==> config.mk <==
export PLATFORM = sky130hd
export DESIGN_NAME = iter_counter
export DESIGN_NICKNAME = d
export VERILOG_FILES = /design/src/rtl/iter_counter_pkg.sv /design/src/rtl/iter_load_sel.sv /design/src/rtl/iter_zero_step.sv /design/src/rtl/iter_counter.sv
export SDC_FILE = /design/constraint.sdc
export NUM_CORES = 1
export LEC_CHECK = 0
export BUFFER_PORTS_ARGS = -buffer_cell sky130_fd_sc_hd__buf_2
export CORE_AREA = 5 5 56 58
export DETAILED_ROUTE_END_ITERATION = 8
export DIE_AREA = 0 0 61 63
export HOLD_SLACK_MARGIN = 0.12
export PLACE_DENSITY = 0.87
export SLEW_MARGIN = 5
export SYNTH_ARGS = -nofsm -noshare
export SYNTH_HDL_FRONTEND = slang
export SYNTH_HIERARCHICAL = 1
export SYNTH_SLANG_ARGS = --single-unit
export TNS_END_PERCENT = 1
==> constraint.sdc <==
create_clock -name clk -period 7.6 [get_ports clk]
set_clock_uncertainty 0.05 [all_clocks]
set_input_delay 0.76 -clock clk [delete_from_list [all_inputs] [get_ports clk]]
set_output_delay 0.76 -clock clk [all_outputs]
set_load 0.005 [all_outputs]
==> src/rtl/iter_counter_pkg.sv <==
`timescale 1ns/1ps
package iter_counter_pkg;

    // Source selected for the next count value
    typedef enum logic [1:0] {
        SRC_HOLD = 2'd0,
        SRC_BUS  = 2'd1,
        SRC_IMM  = 2'd2,
        SRC_STEP = 2'd3
    } cnt_src_e;

endpackage

==> src/rtl/iter_load_sel.sv <==
`timescale 1ns/1ps
module iter_load_sel
    import iter_counter_pkg::*;
#(
    parameter int WIDTH  = 16,
    parameter int IMM_W  = 4
) (
    input  logic             bus_ld,
    input  logic [WIDTH-1:0] bus_data,
    input  logic             imm_ld,
    input  logic [IMM_W-1:0] imm_val,
    input  logic             test_en,
    input  logic             step_ok,
    output cnt_src_e         src,
    output logic [WIDTH-1:0] ld_val
);

    localparam int PAD_W = WIDTH - IMM_W;

    // Bus load has priority over the constant load; a load beats the step.
    always_comb begin
        if (bus_ld) begin
            src    = SRC_BUS;
            ld_val = bus_data;
        end else if (imm_ld) begin
            src    = SRC_IMM;
            ld_val = {{PAD_W{1'b0}}, imm_val};
        end else if (test_en && step_ok) begin
            src    = SRC_STEP;
            ld_val = '0;
        end else begin
            src    = SRC_HOLD;
            ld_val = '0;
        end
    end

endmodule

==> src/rtl/iter_zero_step.sv <==
`timescale 1ns/1ps
module iter_zero_step #(
    parameter int WIDTH = 16
) (
    input  logic [WIDTH-1:0] cnt,
    input  logic             test_en,
    output logic             is_zero,
    output logic             hit,
    output logic [WIDTH-1:0] dec_val
);

    localparam logic [WIDTH-1:0] ONE = WIDTH'(1);

    always_comb begin
        is_zero = (cnt == '0);
        hit     = test_en & is_zero;
        dec_val = cnt - ONE;
    end

endmodule

==> src/rtl/iter_counter.sv <==
`timescale 1ns/1ps
module iter_counter
    import iter_counter_pkg::*;
#(
    parameter int WIDTH = 16,
    parameter int IMM_W = 4
) (
    input  logic             clk,
    input  logic             rst,
    input  logic             bus_ld,
    input  logic [WIDTH-1:0] bus_data,
    input  logic             imm_ld,
    input  logic [IMM_W-1:0] imm_val,
    input  logic             test_en,
    output logic             zero_hit,
    output logic [WIDTH-1:0] cnt_out
);

    typedef struct packed {
        logic [WIDTH-1:0] cnt;
    } cnt_state_t;

    cnt_state_t state_d, state_q;

    logic             is_zero;
    logic [WIDTH-1:0] dec_val;
    logic [WIDTH-1:0] ld_val;
    cnt_src_e         src;

    iter_zero_step #(.WIDTH(WIDTH)) u_step (
        .cnt     (state_q.cnt),
        .test_en (test_en),
        .is_zero (is_zero),
        .hit     (zero_hit),
        .dec_val (dec_val)
    );

    iter_load_sel #(.WIDTH(WIDTH), .IMM_W(IMM_W)) u_sel (
        .bus_ld   (bus_ld),
        .bus_data (bus_data),
        .imm_ld   (imm_ld),
        .imm_val  (imm_val),
        .test_en  (test_en),
        .step_ok  (!is_zero),
        .src      (src),
        .ld_val   (ld_val)
    );

    always_comb begin
        state_d = state_q;
        unique case (src)
            SRC_BUS,
            SRC_IMM:  state_d.cnt = ld_val;
            SRC_STEP: state_d.cnt = dec_val;
            default:  state_d.cnt = state_q.cnt;
        endcase
    end

    always_ff @(posedge clk) begin
        if (rst) state_q <= '0;
        else     state_q <= state_d;
    end

    assign cnt_out = state_q.cnt;

    // reset clears the count
    p_reset_clear_r1: assert property (@(posedge clk)
        rst |=> cnt_out == '0);

    // bus operand written as given
    p_bus_load_r2: assert property (@(posedge clk) disable iff (rst)
        bus_ld |=> cnt_out == $past(bus_data));

    // constant zero-extended when the bus is not loading
    p_imm_load_r3: assert property (@(posedge clk) disable iff (rst)
        (imm_ld && !bus_ld) |=> cnt_out == {{(WIDTH-IMM_W){1'b0}}, $past(imm_val)});

    // non-zero test decrements by one
    p_dec_one_r4: assert property (@(posedge clk) disable iff (rst)
        (test_en && !bus_ld && !imm_ld && cnt_out != '0) |=> cnt_out == $past(cnt_out) - WIDTH'(1));

    // non-zero test reports not zero
    p_nz_flag_r4: assert property (@(posedge clk) disable iff (rst)
        (cnt_out != '0) |-> !zero_hit);

    // zero count under test stays zero and is reported
    p_zero_stick_r5: assert property (@(posedge clk) disable iff (rst)
        (test_en && !bus_ld && !imm_ld && cnt_out == '0) |=> cnt_out == '0);

    p_zero_flag_r5: assert property (@(posedge clk) disable iff (rst)
        (test_en && cnt_out == '0) |-> zero_hit);

    // no strobe, no change
    p_hold_r7: assert property (@(posedge clk) disable iff (rst)
        (!test_en && !bus_ld && !imm_ld) |=> $stable(cnt_out));

    // flag quiet without a test
    p_flag_quiet_r9: assert property (@(posedge clk) disable iff (rst)
        !test_en |-> !zero_hit);

endmodule

---- Word level (Yosys, flattened, before mapping) ----
Cells that the tools add are included.
word-level totals
  flip-flop bits (word level) ............. 16
  input port bits ......................... 25
  output and inout bits ................... 17
  logic and storage cells ................. 17
operators by class
  $add $sub $neg .......................... 1
  equal/unequal tests ..................... 3
  mux-type cells .......................... 6
  bitwise operators ....................... 1
  reduce and logical (&&, ||, !) cells .... 5
operators by type and width
  kind                                                 number
  one-hot mux 16 bit (2 select lines)                  1
  zero test 16 bit                                     1
  2-to-1 mux 16 bit                                    1
  subtractor 16 x 1 -> 16 bit (second input constant)  1
  2-to-1 mux 2 bit                                     3
  == test 2 bit (second input constant)                2
  2-to-1 mux 4 bit                                     1
  == test 2 x 1 -> 1 bit (second input constant)       1
  nonzero test 2 bit                                   1
  OR reduction 2 bit                                   1
  bitwise AND 1 bit                                    1
  logical AND 1 bit                                    1
  zero test 1 bit                                      1

---- Logic depth before layout (Yosys ltp) ----
  word-level depth ........................ 9
  depth in mapped cells ................... 12

---- By module ----
The synthesis kept the hierarchy.
by module, submodules not included
  module          times used  cells each  area an instance (um^2)  sequential area each (um^2)
  iter_counter    1           75          830.8                    320.3
  iter_zero_step  1           41          316.6                    0.0
  iter_load_sel   1           25          166.4                    0.0

---- Least setup slack after synthesis ----
No wires, ideal clock.
  path type ............................... register to register
  start point ............................. register state_q, in the netlist cnt_out[7]
  end point ............................... register state_q, in the netlist cnt_out[0]
  setup time .............................. 0.075 ns
  data arrival time ....................... 2.418 ns
  slack ................................... 5.057 ns
  cell stages (with the launch flop) ...... 11
  clock period less this slack ............ 2.543 ns
  cell sequence ........................... dfxtp_1 > or4_4 > nor4_1 > and3b_1 > inv_1 > a21oi_1 > nor2_1 > or2_1 > buf_6 > buf_8 > o22ai_1
on the way
  longest elaborated chain between the ends .. 9
ends and longest elaborated chain
  element                                                                    RTL line              source
  start, declared                                                            iter_counter.sv:23    cnt_state_t state_d, state_q;
  start signal, assigned                                                     iter_counter.sv:61    else state_q <= state_d;
  zero test 16 bit (*)                                                       iter_zero_step.sv:15  is_zero = (cnt == '0);
  net is_zero                                                                iter_counter.sv:25    logic is_zero;
  zero test 1 bit (*)                                                        iter_counter.sv:44    .step_ok (!is_zero),
  logical AND 1 bit (*)                                                      iter_load_sel.sv:28   end else if (test_en && step_ok) begin
  2-to-1 mux 2 bit (*)                                                       iter_load_sel.sv:28
  2-to-1 mux 2 bit (*)                                                       iter_load_sel.sv:25   end else if (imm_ld) begin
  2-to-1 mux 2 bit (*)                                                       iter_load_sel.sv:22   if (bus_ld) begin
  net src[1]                                                                 iter_counter.sv:28    cnt_src_e src;
  == test 2 x 1 -> 1 bit or == test 2 bit (tied branches)                    iter_counter.sv:51    unique case (src)
  OR reduction 2 bit                                                         iter_counter.sv:51
  one-hot mux 16 bit (2 select lines) or nonzero test 2 bit (tied branches)  --
Mark *: on every way through the listed nets, which the timed path passes. The rest lies on a longest branch.
A chain may end at the register's enable or synchronous reset.

---- Final worst setup path ----
  start point ............................. register state_q, in the netlist cnt_out[7]
  end point ............................... output port zero_hit
on the way
  longest elaborated chain between the ends .. 2
ends and longest elaborated chain
  element            RTL line              source
  zero test 16 bit   iter_zero_step.sv:15
  bitwise AND 1 bit  iter_zero_step.sv:16  hit = test_en & is_zero;
  end, declared      iter_counter.sv:15    output logic zero_hit,
No other way between the ends.

==> impl_results.md <==
* Synthesis-stage register bit count at 16
* Hold Path Depth at 2
* Fin nets at 202
* Most used flip-flop cell after synthesis: dfxtp_1
* Multi-input gate area at between 800 and 900 µm²
* Fin cells at ~210
* Iter 0 DRT Violations at 25
* Ys Warns at 6
* Global route overflow at 0
* Via Count at about 1100
* Gr usage total at roughly 17%
* Core area at between 0.002 and 0.003 mm²
* Post-synth EDFFs at 0
* Crit Path Max Fanout at 7
* Slowest cell on the critical path: or4_4
* Setup violations, final at 0
* Drt first pass iters at 4
* F_max at roughly 0.32 GHz
* Switching power at approximately 120 µW
* Power Internal at 195 µW
* Register Area at approximately 320 µm²
* PortBufs at between 40 and 50
* Worst relative slew slack at between 20 and 25%
* Worst Path Arrival at 2.33 ns
* Max reg flops at 16
* Top Ports at 42
* Sw frac at 37.4%
* Avg Vias per Cell at ~5.5
* TritonCTS Buffers at 3
* Async SR Flop Fraction at 0%
* Die height at 63 µm
* Reg2reg setup slack at about 4.6 ns
* Least-Margin Pin Slew at around 1.1 ns
* Worst Hold Class: reg -> reg
* Initial Util at between 50 and 60%
* Commonest non-fill, non-tap cell in the layout: buf_2
* Wire per inst at around 14 µm
* R2r worst-path depth at 8
* CP Class: reg -> out
* Share of cells above drive strength 1 at between 20% and 30%
* Worst-case clock buffer depth at 2
* Reg power frac at a little over a third
* CTS tree: done
* Worst-Skew Late Latency at approximately 0.3 ns
* Worst vdd ir at between 0.0001 and 0.00015 V
* Initial antenna violation count at 0
* Synthesized net count at between 150 and 200
* Hold Vio Cnt, Final at 0
* CP Launch Type: flip-flop
* Most frequent cells in the layout: buf_2 (41), mux2i_1 (32), o22ai_1 (16), dfxtp_1 (16), and2_1 (12)
* Layout Utilization at between 50 and 60%
* Cell Rows at 19
* Area leader, netlist: dfxtp_1
* Root buf cell: clkbuf_4
* Max Cap Viol at 0
* Static Leakage at 0.790 nW
* Count of cell types in the netlist at 33
* HPWL Detailed at around 2200 µm
* Die X at slightly above 60 µm
* Cell Pwr Density at roughly 210 mW/mm²
* Placed cell count at around 200
* Post-CTS Hold Buffers at 0
* Post-route ant nets at 0
* Syn Inst Count at ~140
* Pre-CTS worst setup slack at between 4 and 5 ns
* Syn Area/Cell at between 9 and 10 µm²
* Clk pwr share at around a fifth
* Routed WL at a little under 3000 µm
* Post-Route Setup TNS at 0 ns
* Sequential fraction of the synthesis area at ~24%
* GP Congestion at 0.801
* Ant. Diodes at 0
* Post-synth top area share at about a quarter
* Critical path, cell by cell: or4_4 > nor4_1 > and4b_1 > buf_2
* Post-CTS setup buffers at 0
* Global-route wire length before repair at approximately 5000 µm
* Largest net degree at the start of global routing at 33
* Htree depth at 1
* Crit share post-route at 41.3%
* Crit end category: primary output
* CTS Sinks at 16
* Area grow syn2layout at 14.5%
* Vias in the first global route at 1191
* Min cycle time layout at 3.14 ns
* Outcome: complete, no violations
* Die Area at 0.00384 mm²
* Min Hold Slack at roughly 0.55 ns
* Worst Path Required at between 6 and 7 ns
* Fill cells at around 240
* Fin worst setup slack at 4.46 ns
* # DRC at 0
* Synthesized area at 0.00131 mm²
* Worst path max stage delay at 0.61 ns
* Synth top area cells: dfxtp_1 (24%), mux2i_1 (24%), o22ai_1 (7.6%), xor2_1 (6.7%), and2_1 (5.7%)
* Final Max Slew Viols at 0
* RSZ-0062 raised after global routing: no
* CTS clk-pin slew, worst paths at approximately 0.11 ns
* Gate power share at between 40% and 50%
* PostCTS Resize Cnt at 0
==> per-layer routing <==
metal  vias to the layer above  routed length (µm)  track usage [%]
li1                        585                   -                -
met1                       509                1280             20.4
met5                         -                   0                0
met2                        30                1460             27.8
met4                         0                  67             7.32
met3                         7                 144             3.72
==> per-stage QoR <==
| stage | power, mW | instance area, µm² |
|---|---|---|
| after floorplan | 0.224 | 1310 |
| after global placement | 0.251 | 1470 |
| after detailed placement | 0.254 | 1470 |
| after CTS | 0.314 | 1500 |
| after global routing | 0.335 | 1500 |
| final | 0.312 | 1500 |
==> cell usage after synthesis (2+ instances only) <==
cell	number
inv_1	4
nand2_1	5
buf_2	2
dfxtp_1	16
xor2_1	10
and2_1	12
o22ai_1	16
nor3_1	5
nand2b_1	2
a22o_1	3
xnor2_1	3
buf_4	2
buf_6	5
mux2i_1	32
or4_4	2
nor2_1	5
==> path summary, 6_finish.rpt <==
| check | end | start |
|---|---|---|
| worst max-delay path | zero_hit | cnt_out[7] |
| worst min-delay path | cnt_out[10] | cnt_out[10] |
| worst max register to register | cnt_out[2] | cnt_out[7] |
| worst min register to register | cnt_out[10] | cnt_out[10] |
==> logic make-up (layout without fill, tap and decap cells) <==
| family | after synthesis | count (layout) | synth area share [%] |
|---|---|---|---|
| AOI/OAI and AO/OA | 24 | 24 | 12.0 |
| DFF | 16 | 16 | 24.4 |
| xor gates and xnor gates | 13 | 13 | 8.67 |
| and+or+nand+nor | 40 | 40 | 20.8 |
| adders and majority gates | 1 | 1 | 0.952 |
| buffers and inverters | 15 | 49 | 8.86 |
| muxes | 32 | 32 | 24.4 |
==> power by group through the flow <==
stage | registers, mW | logic, mW | clock network (mW)
CTS | 0.111 | 0.142 | 0.0614
global route | 0.114 | 0.157 | 0.0644
floorplan | 0.111 | 0.114 | 0
global placement | 0.112 | 0.138 | 0
finish | 0.111 | 0.141 | 0.0600
detailed placement | 0.113 | 0.141 | 0
==> worst max-delay path: cells and delay by family, from the launching register on <==
| kind | cells | cell delay (ns) |
|---|---|---|
| AND/OR/NAND/NOR | 3 | 1.51 |
| buffers and inverters | 1 | 0.12 |
| flip-flops | 1 | 0.40 |
==> layout make-up <==
cell class,instances,area share (%)
multi-input cells,110,59.1
flip-flops and latches,16,21.3
repair buffers,41,13.6
well taps,31,2.58
clock buffers,4,2.41
inverters,4,0.998
Note: power is estimated with default switching activity, not from simulation.
